--- src/rtl/bpu_pkg.sv ---
package bpu_pkg;
    // Default geometry: 2 MB array, 64 KB main sectors, 8 KB decode grain.
    localparam int DEF_ARRAY_AW = 21;
    localparam int DEF_MAIN_AW  = 16;
    localparam int DEF_CHUNK_AW = 13;

    // Boot region is split into four pieces.
    localparam int BOOT_PIECES = 4;

    function automatic int sector_count(input int array_aw, input int main_aw);
        return (1 << (array_aw - main_aw)) - 1 + BOOT_PIECES;
    endfunction

    function automatic int index_width(input int array_aw, input int main_aw);
        return $clog2(sector_count(array_aw, main_aw));
    endfunction
endpackage

--- src/rtl/bpu_sector_map.sv ---
module bpu_sector_map #(
    parameter int ARRAY_AW = bpu_pkg::DEF_ARRAY_AW,
    parameter int MAIN_AW  = bpu_pkg::DEF_MAIN_AW,
    parameter int CHUNK_AW = bpu_pkg::DEF_CHUNK_AW,
    parameter bit BOOT_TOP = 1'b1,
    parameter int IDX_W    = bpu_pkg::index_width(ARRAY_AW, MAIN_AW)
) (
    input  logic [ARRAY_AW-1:0] byte_addr,
    output logic [IDX_W-1:0]    sector
);
    localparam int HI_W  = ARRAY_AW - MAIN_AW;
    localparam int OFF_W = MAIN_AW - CHUNK_AW;
    localparam int CPM   = 1 << OFF_W;          // 8 KB chunks per main sector
    localparam int NMAIN = 1 << HI_W;

    logic [HI_W-1:0]  hi;
    logic [OFF_W-1:0] off;
    logic [1:0]       sub;
    logic             in_boot;

    assign hi  = byte_addr[ARRAY_AW-1:MAIN_AW];
    assign off = byte_addr[MAIN_AW-1:CHUNK_AW];

    generate
        if (BOOT_TOP) begin : g_top
            // Boot region at the highest main slot: 32K, 8K, 8K, 16K upward.
            always_comb begin
                in_boot = (hi == HI_W'(NMAIN - 1));
                if (off < OFF_W'(CPM / 2))            sub = 2'd0;
                else if (off == OFF_W'(CPM / 2))      sub = 2'd1;
                else if (off == OFF_W'(CPM / 2 + 1))  sub = 2'd2;
                else                                  sub = 2'd3;
                sector = in_boot ? (IDX_W'(NMAIN - 1) + IDX_W'(sub)) : IDX_W'(hi);
            end
        end else begin : g_bottom
            // Boot region at slot zero: 16K, 8K, 8K, 32K upward.
            always_comb begin
                in_boot = (hi == '0);
                if (off < OFF_W'(CPM / 4))            sub = 2'd0;
                else if (off == OFF_W'(CPM / 4))      sub = 2'd1;
                else if (off == OFF_W'(CPM / 4 + 1))  sub = 2'd2;
                else                                  sub = 2'd3;
                sector = in_boot ? IDX_W'(sub)
                                 : (IDX_W'(hi) + IDX_W'(bpu_pkg::BOOT_PIECES - 1));
            end
        end
    endgenerate
endmodule

--- src/rtl/bpu_prot_regs.sv ---
module bpu_prot_regs #(
    parameter int NSEC  = 35,
    parameter int IDX_W = 6
) (
    input  logic             clk,
    input  logic             rst_n,
    input  logic             set_stb,
    input  logic             clr_stb,
    input  logic [IDX_W-1:0] stb_sector,
    output logic [NSEC-1:0]  prot_q
);
    typedef struct packed {
        logic [NSEC-1:0] prot;
    } prot_state_t;

    prot_state_t state_d, state_q;
    logic [NSEC-1:0] hit;

    // One-hot decode of the strobe index; indices past the last sector hit nothing.
    generate
        for (genvar g = 0; g < NSEC; g++) begin : g_hit
            assign hit[g] = (stb_sector == IDX_W'(g));
        end
    endgenerate

    always_comb begin
        state_d = state_q;
        // Clear first, then set, so a simultaneous pair leaves the bit protected.
        state_d.prot = (state_q.prot & ~(hit & {NSEC{clr_stb}})) | (hit & {NSEC{set_stb}});
    end

    always_ff @(posedge clk or negedge rst_n) begin
        if (!rst_n) state_q <= '0;
        else        state_q <= state_d;
    end

    assign prot_q = state_q.prot;
endmodule

--- src/rtl/bpu_prot_unit.sv ---
module bpu_prot_unit #(
    parameter int ARRAY_AW = bpu_pkg::DEF_ARRAY_AW,
    parameter int MAIN_AW  = bpu_pkg::DEF_MAIN_AW,
    parameter int CHUNK_AW = bpu_pkg::DEF_CHUNK_AW,
    parameter bit BOOT_TOP = 1'b1,
    localparam int NSEC    = bpu_pkg::sector_count(ARRAY_AW, MAIN_AW),
    localparam int IDX_W   = bpu_pkg::index_width(ARRAY_AW, MAIN_AW),
    localparam int QRY_W   = ARRAY_AW - CHUNK_AW
) (
    input  logic                clk,
    input  logic                rst_n,
    input  logic                word_mode,
    input  logic [ARRAY_AW-1:0] addr_i,
    input  logic                tmp_unprot,
    input  logic                set_stb,
    input  logic                clr_stb,
    input  logic [IDX_W-1:0]    stb_sector,
    input  logic [QRY_W-1:0]    qry_blk,
    output logic [IDX_W-1:0]    sector_o,
    output logic                wr_ok_o,
    output logic [7:0]          status_o
);
    logic [ARRAY_AW-1:0] tgt_byte;
    logic [ARRAY_AW-1:0] qry_byte;
    logic [IDX_W-1:0]    qry_sector;
    logic [NSEC-1:0]     prot_q;

    // Word address is shifted up one bit; the top input bit drops out.
    assign tgt_byte = word_mode ? {addr_i[ARRAY_AW-2:0], 1'b0} : addr_i;
    assign qry_byte = {qry_blk, {CHUNK_AW{1'b0}}};

    bpu_sector_map #(
        .ARRAY_AW(ARRAY_AW), .MAIN_AW(MAIN_AW), .CHUNK_AW(CHUNK_AW),
        .BOOT_TOP(BOOT_TOP), .IDX_W(IDX_W)
    ) u_tgt_map (
        .byte_addr(tgt_byte),
        .sector   (sector_o)
    );

    bpu_sector_map #(
        .ARRAY_AW(ARRAY_AW), .MAIN_AW(MAIN_AW), .CHUNK_AW(CHUNK_AW),
        .BOOT_TOP(BOOT_TOP), .IDX_W(IDX_W)
    ) u_qry_map (
        .byte_addr(qry_byte),
        .sector   (qry_sector)
    );

    bpu_prot_regs #(.NSEC(NSEC), .IDX_W(IDX_W)) u_regs (
        .clk       (clk),
        .rst_n     (rst_n),
        .set_stb   (set_stb),
        .clr_stb   (clr_stb),
        .stb_sector(stb_sector),
        .prot_q    (prot_q)
    );

    assign wr_ok_o  = tmp_unprot | ~prot_q[sector_o];
    assign status_o = {7'b0, prot_q[qry_sector]};
endmodule

--- config.mk ---
export PLATFORM = sky130hd
export DESIGN_NAME = bpu_prot_unit
export DESIGN_NICKNAME = d
export VERILOG_FILES = /design/src/rtl/bpu_pkg.sv /design/src/rtl/bpu_sector_map.sv /design/src/rtl/bpu_prot_regs.sv /design/src/rtl/bpu_prot_unit.sv
export SDC_FILE = /design/constraint.sdc
export NUM_CORES = 1
export LEC_CHECK = 0
export ABC_AREA = 1
export ABC_CLOCK_PERIOD_IN_PS = 2800
export BUFFER_PORTS_ARGS = -buffer_cell sky130_fd_sc_hd__buf_4
export CAP_MARGIN = 20
export CORE_MARGIN = 10
export CORE_UTILIZATION = 32
export DETAILED_ROUTE_END_ITERATION = 8
export GPL_TIMING_DRIVEN = 0
export PLACE_DENSITY = 0.49
export SYNTH_ARGS = -nofsm -noshare
export SYNTH_HDL_FRONTEND = slang
export SYNTH_HIERARCHICAL = 1
export SYNTH_SLANG_ARGS = --single-unit
--- constraint.sdc ---
create_clock -name clk -period 2.8 [get_ports clk]
set_input_delay 0.28 -clock clk [delete_from_list [all_inputs] [get_ports clk]]
set_output_delay 0.28 -clock clk [all_outputs]
set_load 0.005 [all_outputs]
==> summary.txt, run 1 <==
Outcome
  • Status: complete, no violations

Power and ir drop
  • Final Power: 1.64 mW
  • Power density normalized to cell area: 453 nW/um^2
  • Static leakage: 1.82 nW
  • Peak supply drop: 321 uV

Clock tree
  • Clock latency on the worst-skew pair: 0.28 ns
  • Maximum number of buffers from clock root to sink: 2
  • TritonCTS Sinks: 35
  • CTS tree: built
  • Clock transition at the registers of the reported paths: 0.07 ns
  • H-Tree Depth: 2
  • Clk Tree Root Cell: clkbuf_8
  • Inserted Clock Buffers: 5

Finish
  • Leading cell types in the layout, fill and taps excluded: 169 x nand2_1, 89 x nand3_1, 47 x inv_1, 44 x buf_4, 35 x dfrtp_1
  • Largest register FFs: 35
  • Final-stage net count: 573
  • Leading cell type in the layout, fill and taps excluded: nand2_1
  • Layout overhead on the synthesized area: 19.2%
  • Fraction of final layout cells sized beyond drive strength 1: 20.0%
  • Post-route core utilization: 39.1%
  • Number of antenna diodes: 0
  • Final design instance area without fill: 3610 um^2
  • Filler-free cell count of the finished design: 660

Detailed routing
  • Detailed-route wire length: 9410 um
  • Number of violations reported at the end of detailed-routing iteration 0: 194
  • Number of vias after detailed routing: 3199
  • Antenna viol nets, final: 0
  • Number of detailed-routing iterations run before antenna repair: 5
  • Detail-routed via count per cell: 4.85
  • Post-detailed-route DRC marker count: 0
  • Avg WL per Cell: 14.3 um

Global route
  • Met2 usage: 21.7%
  • Met3 Use GR: 2.80%
  • Grt ovf: 0
  • GRT Util Overall: 13.8%
  • Number of global-route vias before repair: 2939
  • Fraction of met1 tracks used by global routing: 18.5%
  • Most used routing layer in global routing: met2
  • Wire length of the first global-routing pass: 15200 um
  • Initial antenna violation count: 0
  • Pin count of the biggest net entering global routing: 36

Timing
  • Setup skew after layout: 0 ns
  • Pins Over Slew Limit: 0
  • Fraction of the cycle the final worst path needs: 91.8%
  • Number of failing hold endpoints at the final stage: 0
  • Count of final setup violators: 0
  • Worst-case setup margin in the final layout: 0.230 ns
  • Fin Hold WS: 0.319 ns
  • FMAX: 389 MHz
  • Setup TNS: 0 ns
  • Clock period minus worst slack: 2.57 ns

Hold path
  • Worst hold path type: input pin to flip-flop
  • Worst Hold Path EP: u_regs/prot_q[32]
  • Launch point of the worst hold path: stb_sector[4]
  • Number of stages on the worst hold path: 4

Floorplan
  • Number of placement rows: 35
  • Area inside the core boundary: 9240 um^2
  • Die H: 117 um
  • Effective utilization at floorplan: 32.8%
  • I/O pin count: 56
  • Chip Width: 117 um
  • Die Area: 13800 um^2

Place
  • Place WS: -0.161 ns
  • Final HPWL DP: 7300 um
  • Count of input and output buffers: 34
  • Placed Cells incl. Taps: 650
  • Gpl congestion: 0.846
  • Cell area after placement: 3470 um^2

Critical path
  • Worst R2R Path Depth: 2
  • Worst r2r dst: u_regs/prot_q[16]
  • FF-to-FF Start: u_regs/prot_q[16]
  • Startpoint type of the worst setup path: input pin
  • Highest-delay cell along the critical path: o21ai_0
  • Category of the worst setup path capture point: output pin
  • Delay-heaviest family, CP: simple AND/OR/NAND/NOR gates
  • CP peak stage delay: 0.29 ns
  • Critical path depth: 19
  • Most Frequent Cell on Critical Path: nand2_1
  • Crit path cell chain: buf_4 -> clkbuf_1 -> o21ai_0 -> nand2_2 -> nor2_4 -> nand2_1 -> nand2_2 -> buf_6 -> buf_4 -> nand2_1 -> nand3_1 -> nand2_1 -> nand2_1 -> nand3_1 -> nand3_1 -> nand3_1 -> nand2_1 -> nand2_1 -> buf_4
  • Highest net fanout along the worst path: 7
  • Setup slack of the most critical reg-to-reg path: 2.12 ns
  • Critical Path AT: 2.29 ns
  • Data required, critical path: 2.52 ns
  • Class of the most critical setup path: input pin to output pin
  • Buf/Inv on CP: 5

Yosys
  • Netlist Area Pre-Place: 3030 um^2
  • YS warnings: 6
  • Number of instances in the synthesized netlist: 481
  • Per-instance average area after synthesis: 6.30 um^2

Job
  • Number of maximum-capacitance constraint violations: 0
[worst min-delay path, stage by stage]
cell and delay (ns):
buf_4 0.10, nor2_2 0.07, nand4_1 0.07, nand2_1 0.05
[where the power goes]
part | internal, mW | switching (mW) | total (mW)
Sequential | 0.605 | 0.107 | 0.712
Combinational | 0.211 | 0.317 | 0.528
Clock | 0.224 | 0.174 | 0.399
Total | 1.04 | 0.598 | 1.64
[worst max-delay path by stage]
stage          startpoint       to  slack, ns
2_1_floorplan   word_mode  wr_ok_o       0.52
6_report        word_mode  wr_ok_o       0.23
5_1_grt         word_mode  wr_ok_o     -0.003
4_1_cts         word_mode  wr_ok_o      0.003
3_3_place_gp    word_mode  wr_ok_o       -0.1
3_5_place_dp    word_mode  wr_ok_o      -0.16
[layer usage]
layer  vias up  share of wire (%)
li1       1649                  -
met1      1432                 48
met2       102                 43
met3        16                7.2
met4         0                1.9
met5         -                  0
[cell type report]
cell class                 count  area, um^2
fill                         996        5630
multi-input combinational    366        1770
sequential                    35         876
timing repair buffer          37         280
buffer                        33         226
inverter                      52         198
tap                          129         161
clock buffer                   8         100
[timing repair]
| action | CTS | global route |
|---|---|---|
| pin swaps | 0 | 5 |
| resized for setup | 3 | 10 |
| endpoints found under the setup margin | 1 | 1 |
| endpoints found under the hold margin | 35 | 0 |
| setup buffers | 0 | 2 |
| hold buffers | 1 | 0 |
Note: power is estimated with default switching activity, not from simulation.
==> inputs of run 2 (changes only) <==
- ABC_AREA: 1 -> default
- PLACE_DENSITY: 0.49 -> 0.5
==> run 2 against run 1 <==
Effect of this change:
- the run now ends with setup timing left
- sequential cell count unchanged
- die area is 15% lower
- wire length fell by 30%
- sequential share of layout area up 3.6 points
==> summary.txt, run 2 <==
Outcome
  • Status: finished, violations left
  • Violated checks: setup timing

Clock tree
  • CTS tree: built
  • Inserted Clock Buffers: 5 (unchanged)
  • Maximum number of buffers from clock root to sink: 2 (unchanged)
  • H-Tree Depth: 2 (unchanged)
  • Clock latency on the worst-skew pair: 0.28 ns (about the same)
  • Clk Tree Root Cell: clkbuf_8
  • TritonCTS Sinks: 35 (unchanged)
  • Clock transition at the registers of the reported paths: 0.07 ns (about the same)

Detailed routing
  • Antenna viol nets, final: 0 (unchanged)
  • Number of violations reported at the end of detailed-routing iteration 0: 117 (-40%)
  • Number of vias after detailed routing: 2092 (-35%)
  • Detailed-route wire length: 6630 um (-30%)
  • Detail-routed via count per cell: 5.26 (+8.4%)
  • Avg WL per Cell: 16.7 um (+17%)
  • Number of detailed-routing iterations run before antenna repair: 4 (-1)
  • Post-detailed-route DRC marker count: 0 (unchanged)

Finish
  • Final-stage net count: 341 (-40%)
  • Leading cell type in the layout, fill and taps excluded: buf_4
  • Area of the multi-input gates: 1550 um^2 (-12%)
  • Layout overhead on the synthesized area: 27.1%
  • Number of fill cells: 732 (-27%)
  • Total area of sequential cells: 876 um^2 (unchanged)
  • Fraction of final layout cells sized beyond drive strength 1: 33.8% (+14 points)
  • Leading cell types in the layout, fill and taps excluded: 49 x buf_4, 48 x o21ai_0, 35 x dfrtp_1, 24 x o21ai_1, 13 x mux4_2
  • Post-route core utilization: 42.6% (+3.5 points)
  • Number of antenna diodes: 0 (unchanged)
  • Largest register FFs: 35 (unchanged)

Floorplan
  • Area inside the core boundary: 7370 um^2 (-20%)
  • I/O pin count: 56 (unchanged)
  • Chip Width: 108 um (-8.0%)
  • Die H: 108 um (-8.0%)
  • Number of placement rows: 31 (-11%)
  • Effective utilization at floorplan: 33.5% (+0.75 points)
  • Die Area: 11600 um^2 (-15%)

Global route
  • Grt ovf: 0 (unchanged)
  • Number of global-route vias before repair: 2089 (-29%)
  • Fraction of met1 tracks used by global routing: 14.7% (-3.8 points)
  • Wire length of the first global-routing pass: 10700 um (-30%)
  • Most used routing layer in global routing: met2
  • Initial antenna violation count: 0 (unchanged)
  • Met3 Use GR: 2.51% (-0.29 points)
  • GRT Util Overall: 11.3% (-2.5 points)
  • Met2 usage: 18.4% (-3.3 points)
  • Pin count of the biggest net entering global routing: 36 (unchanged)

Timing
  • Transition time at the pin with the least slew margin: 0.492 ns
  • Number of failing hold endpoints at the final stage: 0 (unchanged)
  • Setup skew after layout: 0 ns (unchanged)
  • FMAX: 326 MHz (-16%)
  • Worst-case headroom to the max-slew limit: 66.9%
  • Count of final setup violators: 1 (+1)
  • RSZ-0062 raised after global routing: yes
  • Fin Hold WS: 0.347 ns (+0.0281 ns)
  • Fraction of the cycle the final worst path needs: 110% (+18 points)
  • Pins Over Slew Limit: 0 (unchanged)
  • Worst-case setup margin in the final layout: -0.271 ns (-0.501 ns)
  • Clock period minus worst slack: 3.07 ns (+0.501 ns)

Critical path
  • Highest net fanout along the worst path: 5 (-2)
  • Data required, critical path: 2.52 ns (about the same)
  • Worst R2R Path Depth: 2 (unchanged)
  • Class of the most critical setup path: input pin to output pin
  • Startpoint type of the worst setup path: input pin
  • Critical Path AT: 2.79 ns (+0.50 ns)
  • Category of the worst setup path capture point: output pin

Place
  • Count of input and output buffers: 36 (+5.9%)
  • Gpl congestion: 0.791 (-6.4%)
  • Final HPWL DP: 5230 um (-28%)

Yosys
  • Number of instances in the synthesized netlist: 242 (-50%)
  • Netlist Area Pre-Place: 2470 um^2 (-18%)
  • YS warnings: 6 (unchanged)
  • Per-instance average area after synthesis: 10.2 um^2 (+62%)

Power and ir drop
  • Static leakage: 1.30 nW (-29%)
  • Peak supply drop: 333 uV (+3.7%)
  • Power density normalized to cell area: 482 nW/um^2 (+6.2%)

Hold path
  • Worst hold path type: input pin to flip-flop
  • Number of stages on the worst hold path: 3 (-1)

Job
  • Number of maximum-capacitance constraint violations: 0 (unchanged)
run 2: where the power goes:
part | internal (mW) | switching, mW | leakage (nW) | total (mW)
registers | 0.605 | 0.0837 | 0.447 | 0.689
logic | 0.267 | 0.208 | 0.810 | 0.475
clock network | 0.175 | 0.175 | 0.0422 | 0.349
run 2: worst paths after layout:
check                                  start                 to  slack (ns)
max                                word_mode            wr_ok_o       -0.27
min                            stb_sector[0]  u_regs/prot_q[24]        0.35
max reg2reg                u_regs/prot_q[22]  u_regs/prot_q[22]        2.08
min reg2reg                u_regs/prot_q[16]  u_regs/prot_q[16]        0.54
max in group asynchronous              rst_n  u_regs/prot_q[32]        1.99
min in group asynchronous              rst_n  u_regs/prot_q[15]        0.48
run 2: routing by layer:
metal  vias up  wire [um]
met1       990       3180
met2        53       3080
met5         -          0
met3         4        330
met4         0         44
li1       1045          -
run 2: final cells by class:
cell class / instances / area share, %
plain buffers: 23 / 5.10
clock buffers: 7 / 2.43
clock inverters: 1 / 0.159
inverters: 4 / 0.478
multi-input cells: 186 / 49.4
flip-flops and latches: 35 / 27.9
well taps: 99 / 3.94
repair buffers: 43 / 10.6
run 2: timing repair:
item                                    in CTS  in global routing
endpoints found under the hold margin       35                  0
endpoints found under the setup margin       1                  2
setup buffers                                1                  5
hold buffers                                 1                  0
pin swaps                                    3                  6
gates resized for setup                      9                 20
run 2: stage by stage:
stage,power (mW),instance area (um^2),setup WS (ns),setup TNS (ns),instances
2_1_floorplan,0.973,2530,0.000509,0,248
3_3_place_gp,1.13,2920,-0.374,-0.374,383
3_5_place_dp,1.14,2920,-0.416,-0.416,383
4_1_cts,1.50,3040,-0.278,-0.278,393
5_1_grt,1.62,3140,-0.345,-0.345,398
6_report,1.51,3140,-0.271,-0.271,398
run 2: critical path, stage by stage:
cell and delay, ns:
buf_8 0.10, buf_6 0.11, mux2_4 0.31, o21ai_2 0.17
ha_4 0.22, a21boi_2 0.16, clkbuf_8 0.17, mux4_2 0.28
mux2_4 0.28, or3_1 0.38, a41oi_2 0.19, buf_4 0.14
==> inputs of run 3 (changes only) <==
- CTS_BUF_LIST: default -> sky130_fd_sc_hd__clkbuf_4 sky130_fd_sc_hd__clkbuf_8
- SYNTH_HIERARCHICAL: 1 -> default
==> run 3 against run 2 <==
Effect of this change:
- the run now ends clean
- sequential power barely moved
- via count rose by 8.9%
- register-to-register slack got worse by 0.03 ns
- non-clock buffer count fell by 9
- wire length rose by 11%
- critical path depth fell by 1
- count of clock-buffer cells in the layout fell by 1
- combinational power fell by 12%
- cell area fell by 5.2%
==> summary.txt, run 3 <==
Critical path
  • Category of the worst setup path capture point: output pin
  • Highest net fanout along the worst path: 10 (+5)
  • Data required, critical path: 2.52 ns (about the same)
  • Highest-delay cell along the critical path: ha_1
  • Critical Path AT: 2.35 ns (-0.44 ns)
  • Startpoint type of the worst setup path: input pin
  • Crit path cell chain: buf_4 -> and2b_1 -> nand2b_1 -> ha_1 -> a21boi_4 -> buf_4 -> mux2i_1 -> a211oi_2 -> o41ai_1 -> nor2_1 -> buf_4
  • Most Frequent Cell on Critical Path: buf_4
  • Delay-heaviest family, CP: compound AO/OA/AOI/OAI gates
  • Buf/Inv on CP: 3 (-1)
  • Class of the most critical setup path: input pin to output pin
  • CP peak stage delay: 0.32 ns (-0.06 ns)

Timing
  • Fraction of the cycle the final worst path needs: 94.1% (-16 points)
  • Worst-case headroom to the max-slew limit: 51.9% (-15 points)
  • FMAX: 380 MHz (+17%)
  • Setup skew after layout: 0 ns (unchanged)
  • Fin Hold WS: 0.327 ns (-0.0200 ns)
  • Count of final setup violators: 0 (-1)
  • RSZ-0062 raised after global routing: yes
  • Pins Over Slew Limit: 0 (unchanged)
  • Clock period minus worst slack: 2.63 ns (-0.437 ns)
  • Transition time at the pin with the least slew margin: 0.701 ns (+0.209 ns)
  • Number of failing hold endpoints at the final stage: 0 (unchanged)
  • Setup TNS: 0 ns (+0.271 ns)

Floorplan
  • Die Area: 11300 um^2 (-2.6%)
  • Chip Width: 106 um (-1.3%)
  • Effective utilization at floorplan: 33.0% (-0.53 points)
  • Area inside the core boundary: 7250 um^2 (-1.6%)
  • I/O pin count: 56 (unchanged)
  • Number of placement rows: 31 (unchanged)
  • Die H: 106 um (-1.3%)

Clock tree
  • TritonCTS Sinks: 35 (unchanged)
  • Clock latency on the worst-skew pair: 0.28 ns (about the same)
  • Maximum number of buffers from clock root to sink: 2 (unchanged)
  • CTS tree: built
  • H-Tree Depth: 2 (unchanged)
  • Clock transition at the registers of the reported paths: 0.07 ns (about the same)
  • Clk Tree Root Cell: clkbuf_8
  • Inserted Clock Buffers: 5 (unchanged)

Yosys
  • Yosys top cell area share: 36.6%
  • Most frequent cell after synthesis: o21ai_0
  • Largest cells by area after synthesis: dfrtp_1 37%, o21ai_0 15%, mux2i_1 11%
  • Ys async rst share: 100%
  • Number of distinct standard cells referenced by the synthesized netlist: 40
  • Most area-hungry cell type in the Yosys netlist: dfrtp_1
  • Netlist Area Pre-Place: 2390 um^2 (-3.1%)
  • Synth Register Bits: 35
  • Per-instance average area after synthesis: 8.40 um^2 (-18%)
  • Sequential element share of the synthesized area: 36.6%
  • Number of instances in the synthesized netlist: 285 (+18%)
  • Number of enable flip-flop cells after synthesis: 0
  • Main synth FF type: dfrtp_1
  • YS warnings: 0 (-6)
  • Post-synth top cells: 73 x o21ai_0, 40 x nand2_1, 35 x dfrtp_1, 27 x mux2i_1, 19 x nand3_1

Finish
  • Number of fill cells: 765 (+4.5%)
  • Leading cell types in the layout, fill and taps excluded: 73 x o21ai_0, 47 x buf_4, 40 x nand2_1, 35 x dfrtp_1, 27 x mux2i_1
  • Final-stage net count: 380 (+11%)
  • Layout overhead on the synthesized area: 24.5%
  • Leading cell type in the layout, fill and taps excluded: o21ai_0
  • Fraction of final layout cells sized beyond drive strength 1: 21.6% (-12 points)
  • Area of the multi-input gates: 1430 um^2 (-8.1%)
  • Largest register FFs: 35 (unchanged)
  • Total area of sequential cells: 876 um^2 (unchanged)
  • Filler-free cell count of the finished design: 437 (+9.8%)
  • Number of antenna diodes: 0 (unchanged)

Place
  • Placed Cells incl. Taps: 426 (+11%)
  • Gpl congestion: 0.909 (+15%)
  • Count of input and output buffers: 36 (unchanged)
  • Final HPWL DP: 5920 um (+13%)

Global route
  • Wire length of the first global-routing pass: 12200 um (+15%)
  • Pin count of the biggest net entering global routing: 36 (unchanged)
  • Grt ovf: 0 (unchanged)
  • GRT Util Overall: 13.2% (+1.9 points)
  • Initial antenna violation count: 0 (unchanged)
  • Number of global-route vias before repair: 2259 (+8.1%)

Job
  • Number of maximum-capacitance constraint violations: 0 (unchanged)

Hold path
  • Worst hold path type: input pin to flip-flop

Detailed routing
  • Number of violations reported at the end of detailed-routing iteration 0: 113 (-3.4%)
  • Antenna viol nets, final: 0 (unchanged)
  • Number of detailed-routing iterations run before antenna repair: 4 (unchanged)
  • Detail-routed via count per cell: 5.22 (-0.78%)
  • Avg WL per Cell: 16.8 um (+0.96%)
  • Post-detailed-route DRC marker count: 0 (unchanged)
  • Number of vias after detailed routing: 2279 (+8.9%)
  • Detailed-route wire length: 7350 um (+11%)

Outcome
  • Status: complete, no violations

Power and ir drop
  • Peak supply drop: 174 uV (-48%)
  • Power density normalized to cell area: 496 nW/um^2 (+3.1%)
  • Static leakage: 1.31 nW (+1.1%)
## run 3: cell types whose count changed in the layout (fill, tap and decap cells not counted), sizes merged, moves of 5 or more
| cell | delta |
|---|---|
| a21boi | -7 |
| mux2 | -8 |
| nand3 | +19 |
| clkbuf | -7 |
| a21oi | +9 |
| nor2b | +5 |
| mux2i | +18 |
| nand4bb | -6 |
| a211oi | +5 |
| nand2 | +37 |
| nor2 | +6 |
| mux4 | -12 |
## run 3: cell type report
cell class	count	area share [%]
multi-input combinational	232	47.9
sequential	35	29.4
timing repair buffer	40	11.0
tap	99	4.16
buffer	17	3.74
clock buffer	6	2.77
inverter	7	0.882
clock inverter	1	0.168
## run 3: timing repair
action / 4_1_cts / 5_1_grt
endpoints found under the setup margin: 1 / 2
pin swaps: 1 / 1
hold buffers: 1 / 0
gates resized for setup: 1 / 7
hold endpoints to repair: 35 / 0
setup buffers: 1 / 2
## run 3: kinds of logic after synthesis
family | count (synthesis) | share of synthesized area [%]
adders and majority gates | 1 | 0.523
and+or+nand+nor | 93 | 19.1
other | 1 | 0.157
AOI/OAI and AO/OA | 100 | 24.5
DFF | 35 | 36.6
muxes | 31 | 13.6
buffers and inverters | 24 | 5.54
## run 3: report_power, final
group	total (mW)	switching, mW	internal [mW]
Clock	0.369	0.176	0.193
Combinational	0.418	0.223	0.196
Sequential	0.692	0.0866	0.605
Total	1.48	0.485	0.994
## run 3: worst paths after layout
check	depth (start not counted)	end	slack, ns	startpoint
worst max-delay path	11	status_o[0]	0.17	qry_blk[0]
max in group asynchronous	2	u_regs.prot_q[33]	1.99	rst_n
worst max register to register	2	u_regs.prot_q[7]	2.05	u_regs.prot_q[7]
worst min-delay path	3	u_regs.prot_q[33]	0.33	set_stb
min in group asynchronous	2	u_regs.prot_q[25]	0.49	rst_n
worst min register to register	2	u_regs.prot_q[2]	0.54	u_regs.prot_q[2]
## run 3: worst reg2reg max path, delay by kind of cell, from the launching register on
kind	cells	cell delay (ns)
AOI/OAI and AO/OA	2	0.20
DFF	1	0.42
## run 3: metal layers
layer | routed length, um | track usage, % | up-vias
met4 | 95 | 3.97 | 0
met2 | 3360 | 21.1 | 68
li1 | - | - | 1125
met3 | 557 | 3.08 | 8
met5 | 0 | 0 | -
met1 | 3340 | 17.3 | 1078
## run 3: through the flow
step | power, mW | worst slack [ns] | util [%] | cell area [um^2]
6_report | 1.48 | 0.165 | 41.1 | 2980
5_1_grt | 1.60 | -0.0112 | 41.1 | 2980
4_1_cts | 1.48 | 0.00834 | 40.4 | 2930
3_5_place_dp | 1.10 | -0.127 | 38.7 | 2810
3_3_place_gp | 1.09 | -0.0823 | 38.7 | 2810
2_1_floorplan | 0.929 | 0.386 | - | 2420
